## src/rtl/cmd_spacer_pkg.sv

```systemverilog
package cmd_spacer_pkg;
  localparam int CFG_W   = 32;
  localparam int RD_LSB  = 28;
  localparam int RD_W    = 4;
  localparam int WR_LSB  = 24;
  localparam int WR_W    = 3;
  localparam int LAT_LSB = 20;
  localparam int LAT_W   = 4;
  localparam int TICK_W  = RD_W + 1;

  typedef struct packed {
    logic [RD_W-1:0]  rd_spc;
    logic [WR_W-1:0]  wr_spc;
    logic [LAT_W-1:0] rd_lat;
    logic             ddr;
  } timing_t;

  // Convert a programmed count into whole controller clocks, never below one.
  function automatic logic [TICK_W-1:0] ticks_to_clocks(input logic [TICK_W-1:0] t,
                                                        input logic ddr);
    logic [TICK_W-1:0] c;
    c = ddr ? ((t + TICK_W'(1)) >> 1) : t;
    return (c == '0) ? TICK_W'(1) : c;
  endfunction
endpackage

```

## src/rtl/spacer_cfg_latch.sv

```systemverilog
module spacer_cfg_latch
  import cmd_spacer_pkg::*;
(
  input  logic             clk,
  input  logic             rst,
  input  logic             capture,
  input  logic [CFG_W-1:0] cfg_word,
  input  logic             ddr_mode,
  output timing_t          tm
);
  always_ff @(posedge clk) begin
    if (rst) begin
      tm <= '0;
    end else if (capture) begin
      tm.rd_spc <= cfg_word[RD_LSB +: RD_W];
      tm.wr_spc <= cfg_word[WR_LSB +: WR_W];
      tm.rd_lat <= cfg_word[LAT_LSB +: LAT_W];
      tm.ddr    <= ddr_mode;
    end
  end
endmodule

```

## src/rtl/spacer_gap_counter.sv

```systemverilog
module spacer_gap_counter #(
  parameter int CNT_W = 5
) (
  input  logic             clk,
  input  logic             rst,
  input  logic             load,
  input  logic [CNT_W-1:0] load_val,
  output logic             idle
);
  logic [CNT_W-1:0] cnt;

  always_ff @(posedge clk) begin
    if (rst)              cnt <= '0;
    else if (load)        cnt <= load_val;
    else if (cnt != '0)   cnt <= cnt - CNT_W'(1);
  end

  assign idle = (cnt == '0);
endmodule

```

## src/rtl/spacer_rd_pipe.sv

```systemverilog
module spacer_rd_pipe #(
  parameter int DEPTH = 15,
  localparam int DLY_W = $clog2(DEPTH + 1)
) (
  input  logic             clk,
  input  logic             rst,
  input  logic             push,
  input  logic [DLY_W-1:0] delay,
  output logic             valid,
  output logic             busy
);
  logic [DEPTH-1:0] sr;
  logic [DEPTH-1:0] sr_n;

  for (genvar i = 0; i < DEPTH; i++) begin : g_tap
    logic upper;
    if (i == DEPTH - 1) begin : g_top
      assign upper = 1'b0;
    end else begin : g_mid
      assign upper = sr[i+1];
    end
    assign sr_n[i] = upper | (push && (delay == DLY_W'(i + 1)));
  end

  always_ff @(posedge clk) begin
    if (rst) sr <= '0;
    else     sr <= sr_n;
  end

  assign valid = sr[0];
  assign busy  = |sr;
endmodule

```

## src/rtl/sdram_cmd_spacer.sv

```systemverilog
module sdram_cmd_spacer
  import cmd_spacer_pkg::*;
#(
  parameter int LAT_DEPTH = (1 << LAT_W) - 1
) (
  input  logic             clk,
  input  logic             rst,
  input  logic             ddr_mode,
  input  logic [CFG_W-1:0] cfg_word,
  input  logic             cmd_rd,
  input  logic             cmd_wr,
  input  logic             cmd_pre,
  input  logic             cmd_act,
  output logic             ready,
  output logic             rd_valid,
  output logic             proto_err
);
  localparam int DLY_W = $clog2(LAT_DEPTH + 1);

  timing_t           tm;
  logic [2:0]        n_cmds;
  logic              multi, gated_cmd, accept, rd_go, wr_go;
  logic              pipe_busy, capture;
  logic [TICK_W-1:0] gap_ticks, gap_clk, lat_clk;
  logic              err_q;

  always_comb begin
    n_cmds    = 3'($countones({cmd_rd, cmd_wr, cmd_pre, cmd_act}));
    multi     = (n_cmds > 3'd1);
    gated_cmd = cmd_rd | cmd_wr | cmd_pre;
    accept    = ready && !multi;
    rd_go     = accept && cmd_rd;
    wr_go     = accept && cmd_wr;
    gap_ticks = rd_go ? TICK_W'(tm.rd_spc) : TICK_W'(tm.wr_spc);
    gap_clk   = ticks_to_clocks(gap_ticks, tm.ddr);
    lat_clk   = ticks_to_clocks(TICK_W'(tm.rd_lat), tm.ddr);
    capture   = ready && !pipe_busy && (n_cmds == 3'd0);
  end

  spacer_cfg_latch u_cfg (
    .clk      (clk),
    .rst      (rst),
    .capture  (capture),
    .cfg_word (cfg_word),
    .ddr_mode (ddr_mode),
    .tm       (tm)
  );

  spacer_gap_counter #(.CNT_W(TICK_W)) u_gap (
    .clk      (clk),
    .rst      (rst),
    .load     (rd_go | wr_go),
    .load_val (gap_clk - TICK_W'(1)),
    .idle     (ready)
  );

  spacer_rd_pipe #(.DEPTH(LAT_DEPTH)) u_pipe (
    .clk   (clk),
    .rst   (rst),
    .push  (rd_go),
    .delay (DLY_W'(lat_clk)),
    .valid (rd_valid),
    .busy  (pipe_busy)
  );

  always_ff @(posedge clk) begin
    if (rst) err_q <= 1'b0;
    else     err_q <= gated_cmd && (!ready || multi);
  end

  assign proto_err = err_q;
endmodule

```

## config.mk

```make
export PLATFORM = sky130hd
export DESIGN_NAME = sdram_cmd_spacer
export DESIGN_NICKNAME = d
export VERILOG_FILES = /design/src/rtl/cmd_spacer_pkg.sv /design/src/rtl/spacer_cfg_latch.sv /design/src/rtl/spacer_gap_counter.sv /design/src/rtl/spacer_rd_pipe.sv /design/src/rtl/sdram_cmd_spacer.sv
export SDC_FILE = /design/constraint.sdc
export NUM_CORES = 1
export LEC_CHECK = 0
export ABC_AREA = 1
export BUFFER_PORTS_ARGS = -buffer_cell sky130_fd_sc_hd__buf_4
export CAP_MARGIN = 30
export CORE_MARGIN = 2
export CORE_UTILIZATION = 58
export CTS_CLUSTER_SIZE = 10
export DETAILED_ROUTE_END_ITERATION = 8
export PLACE_DENSITY = 0.85
export SLEW_MARGIN = 0
export SYNTH_ARGS = -nofsm -noshare
export SYNTH_HDL_FRONTEND = slang
export SYNTH_HIERARCHICAL = 1
export SYNTH_SLANG_ARGS = --single-unit
```

## constraint.sdc

```tcl
create_clock -name clk -period 8.3 [get_ports clk]
set_input_delay 0.415 -clock clk [delete_from_list [all_inputs] [get_ports clk]]
set_output_delay 0.415 -clock clk [all_outputs]
set_load 0.01 [all_outputs]
```

==> results summary <==
The startpoint-to-endpoint class of the critical path is input pin to flop. The total overflow reported by the global router is 0. The per-instance average area after synthesis is approximately 6.5 µm². For this run, global-route usage on met3 was measured as 5.97%. The number of antenna violations at the first check in global routing came out at 0. The congestion estimate from routability-driven global placement came to roughly 0.85. The placement-stage worst setup slack came out at around 4.8 ns. The number of cells produced by synthesis came out at ~290. The minimum period implied by the final worst setup slack came out at 3.15 ns. The met2 track utilization from global routing came out at a little over a third. The number of DRC violations after detailed-routing iteration 0 is 71. The antenna diode count came out at 0. For this design the static power due to leakage is 1.02 nW.

Counting every net in the synthesized netlist gives approximately 340. The count of hold-fix buffers inserted at cts came out at 0. Pin placement for this block handled 42 I/O pins. In this run, CTS created clock tree buffers numbering 5.

The placeable core region is just over 3000 µm². The top cell type's share of synthesized area came out at ~35%. At the pin with the least slew margin, the transition time is ~0.57 ns. Summed over all failing endpoints, the final setup total negative slack is 0 ns.

The category of the worst setup path capture point is a flop. The initial standard-cell utilization of the core is around three fifths. The top cell type by total area after synthesis is dfxtp_1. The count of clock tree sinks came out at 33.

Clock skew on the completed layout was measured at 0.00479 ns. The number of H-tree branching levels is 2. The length of the first detailed-routing pass in iterations came out at 4.

The unique cell type count in the Yosys netlist is 24. Summing the sequential cell areas from Yosys gives a little over a third of the chip area. Clock-pin slew was measured on the worst setup and hold paths at 0.09 ns. Measured along the x axis, the die boundary spans ~61 µm. TritonCTS built the clock tree. The die outline height came out at approximately 60 µm. The wire length of the first global-routing pass is 5660 µm. The fraction of met1 tracks used by global routing came out at between 20% and 30%. After clock tree synthesis, the repair step resized 0 gates. For this run, the slowest stage of the critical path takes about 0.54 ns.

In this run the most used layer during global routing was met2. The tool flagged a number of max-cap violations equal to 0. The global-route usage over all layers is between 20% and 30%. Setup repair after global routing left no endpoint under its margin. The vias per cell came out at around 4.8.

The kind of cell with the highest combined delay along the critical path is adder cells. The number of buffers added for setup after CTS came out at 0. The placement row count came out at 20. The flow ran to the end, and the final reports show no timing, DRC or antenna violations. The relative area change from synthesis to final layout is 12.2%.

The buffers plus inverters on the worst setup path is 5. Walking the worst path, the cells encountered are buf_4 > inv_1 > fa_1 > inv_1 > ha_1 > inv_1 > ha_1 > nand3_2 > nand2_1 > nand2_2 > ha_1 > nand2_1 > nand3_1 > nand2_2 > nor2_1 > a21oi_1 > ha_1 > inv_1 > nand2_1 > o21ai_0 > nand2_1 > a21oi_2. The clock root buffer is clkbuf_4.

The wire length per cell after detailed routing came out at between 9 and 10 µm. The floorplan step defined a die boundary enclosing 3690 µm². The maximum number of pins on one net before global-route repair is 25. The hold violation count in the final report was 0.

The path class of the tightest hold or removal check is input pin to flop. The clock latency on the worst-skew pair came out at between 0.3 and 0.4 ns. In the routed design, unresolved DRC markers number 0. The part of the cycle the worst path needs came out at between 30% and 40%. The worst setup path is launched from an input pin. STA puts the critical path data required time at approximately 8.6 ns. The endpoint arrival time on the critical path came out at between 3 and 4 ns. The total wire length came out at around 3400 µm. The power density over the cells is 270 nW/µm². The longest clock path from root to sink contains 2 buffers. The largest fanout of any net on the critical path came out at 5. The post-synthesis register bit count came out at 33. Once routing completed, OpenROAD measured the worst setup slack at 5.15 ns. The maximum frequency from static timing analysis came out at between 0.3 and 0.4 GHz. The via count of the first global-routing pass is between 1000 and 1500. The count of buffers added on input and output ports is 20.

Among all stages on the critical path, the largest delay is contributed by fa_1. The final layout net count is 360. The count of nets left with antenna violations after detail routing is 0.

In the post-synthesis netlist, the biggest area contributors are dfxtp_1 35%, nor2_1 13%, nand2_1 12%, inv_1 9.4%, ha_1 5.4%. The post-route netlist has about 14% of its cells at a drive strength greater than 1. The total number of yosys warnings is 6.

The peak supply drop is roughly 0.14 mV. Summed over all nets, the half-perimeter wirelength after detailed placement is around 2600 µm. The count of final setup violators came out at 0.

The post-synthesis cell area came out at between 1500 and 2000 µm². The count of final max-slew check failures was 0. In this run the tightest slew margin relative to its limit is 61.7%. The via total after detailed routing came out at 1699.
[placed cells by master (no fill, tap or decap)]
cell	n
a31oi_1	1
nand3_2	3
a21oi_1	17
ha_1	8
dfxtp_1	33
buf_4	21
clkinv_2	1
nand2_2	7
inv_1	47
nor3_1	1
clkbuf_4	5
o21ai_0	6
xor2_1	2
nor2_1	64
nor4_1	1
inv_2	3
a21oi_2	2
nand3b_1	2
fa_1	1
nor2_2	2
nor4_2	1
nand3_1	18
clkbuf_1	3
nand4_1	4
nand2_1	60
[final cells by class]
type | instances | area (µm²)
fill | 285 | 956
clock buffer | 8 | 48.8
multi-input combinational | 200 | 982
inverter | 51 | 193
tap | 44 | 55.1
timing repair buffer | 21 | 158
sequential | 33 | 661
[cell families (layout without fill, tap and decap cells)]
logic type / count (synthesis) / after routing / synth area share (%)
AND/OR/NAND/NOR: 163 / 163 / 37.4
buffers and inverters: 56 / 80 / 12.4
AO/OA/AOI/OAI: 26 / 26 / 7.43
adder cells (fa/ha/maj): 9 / 9 / 6.43
XOR/XNOR: 2 / 2 / 0.937
flip-flops: 33 / 33 / 35.3
[through the flow]
| stage | total power, W | utilization (%) | hold WS [ns] | instance area (µm²) | instances |
|---|---|---|---|---|---|
| after floorplan | 0.000428 | - | 0.429 | 1870 | 289 |
| after global placement | 0.000477 | 67.1 | 0.438 | 2050 | 349 |
| after detailed placement | 0.000483 | 67.1 | 0.442 | 2050 | 349 |
| after CTS | 0.000570 | 68.7 | 0.343 | 2100 | 357 |
| after global routing | 0.000624 | 68.7 | 0.368 | 2100 | 357 |
| final | 0.000567 | 68.7 | 0.355 | 2100 | 357 |
[path summary, 6_finish.rpt]
check                       startpoint                   endpoint  slack (ns)  depth (start not counted)
max                             cmd_rd  u_gap/cnt[1]$_SDFFE_PP0P_        5.15                         22
max reg2reg  u_gap/cnt[0]$_SDFFE_PP0P_  u_gap/cnt[1]$_SDFFE_PP0P_        5.59                         19
min                            cmd_pre       proto_err$_SDFF_PP0_        0.35                          3
min reg2reg    u_pipe/sr[8]$_SDFF_PP0_    u_pipe/sr[7]$_SDFF_PP0_        0.45                          2
[cells in the mapped netlist, drive strengths merged]
| library cell | n |
|---|---|
| nor3 | 1 |
| clkinv | 1 |
| a21oi | 19 |
| nor4 | 2 |
| nand3 | 21 |
| xor2 | 2 |
| nor2 | 66 |
| dfxtp | 33 |
| nand3b | 2 |
| fa | 1 |
| ha | 8 |
| buf | 5 |
| o21ai | 6 |
| nand2 | 67 |
| nand4 | 4 |
| inv | 50 |
| a31oi | 1 |
[state kept, by name, indices dropped and copies added, names as in the netlist]
signal,cells
u_pipe/sr,15
u_gap/cnt,5
proto_err,1
u_cfg/tm,12
[routing by layer]
metal	routed length (µm)	vias up
li1	-	934
met1	1660	720
met2	1520	40
met3	158	5
met4	59	0
met5	0	-
[worst reg2reg max path, delay by kind of cell (launching register included)]
family	cells	cell delay [ns]
AO/OA/AOI/OAI	3	0.41
adder cells (fa/ha/maj)	3	0.73
buffers and inverters	3	0.31
flip-flops	1	0.33
AND/OR/NAND/NOR	10	0.89
[power breakdown]
| part | total, W | switching [W] | internal, W |
|---|---|---|---|
| logic | 0.000276 | 0.000176 | 0.000100 |
| clock network | 0.0000845 | 0.0000508 | 0.0000337 |
| registers | 0.000207 | 0.0000207 | 0.000186 |
Power figures use the tool's default switching activity.
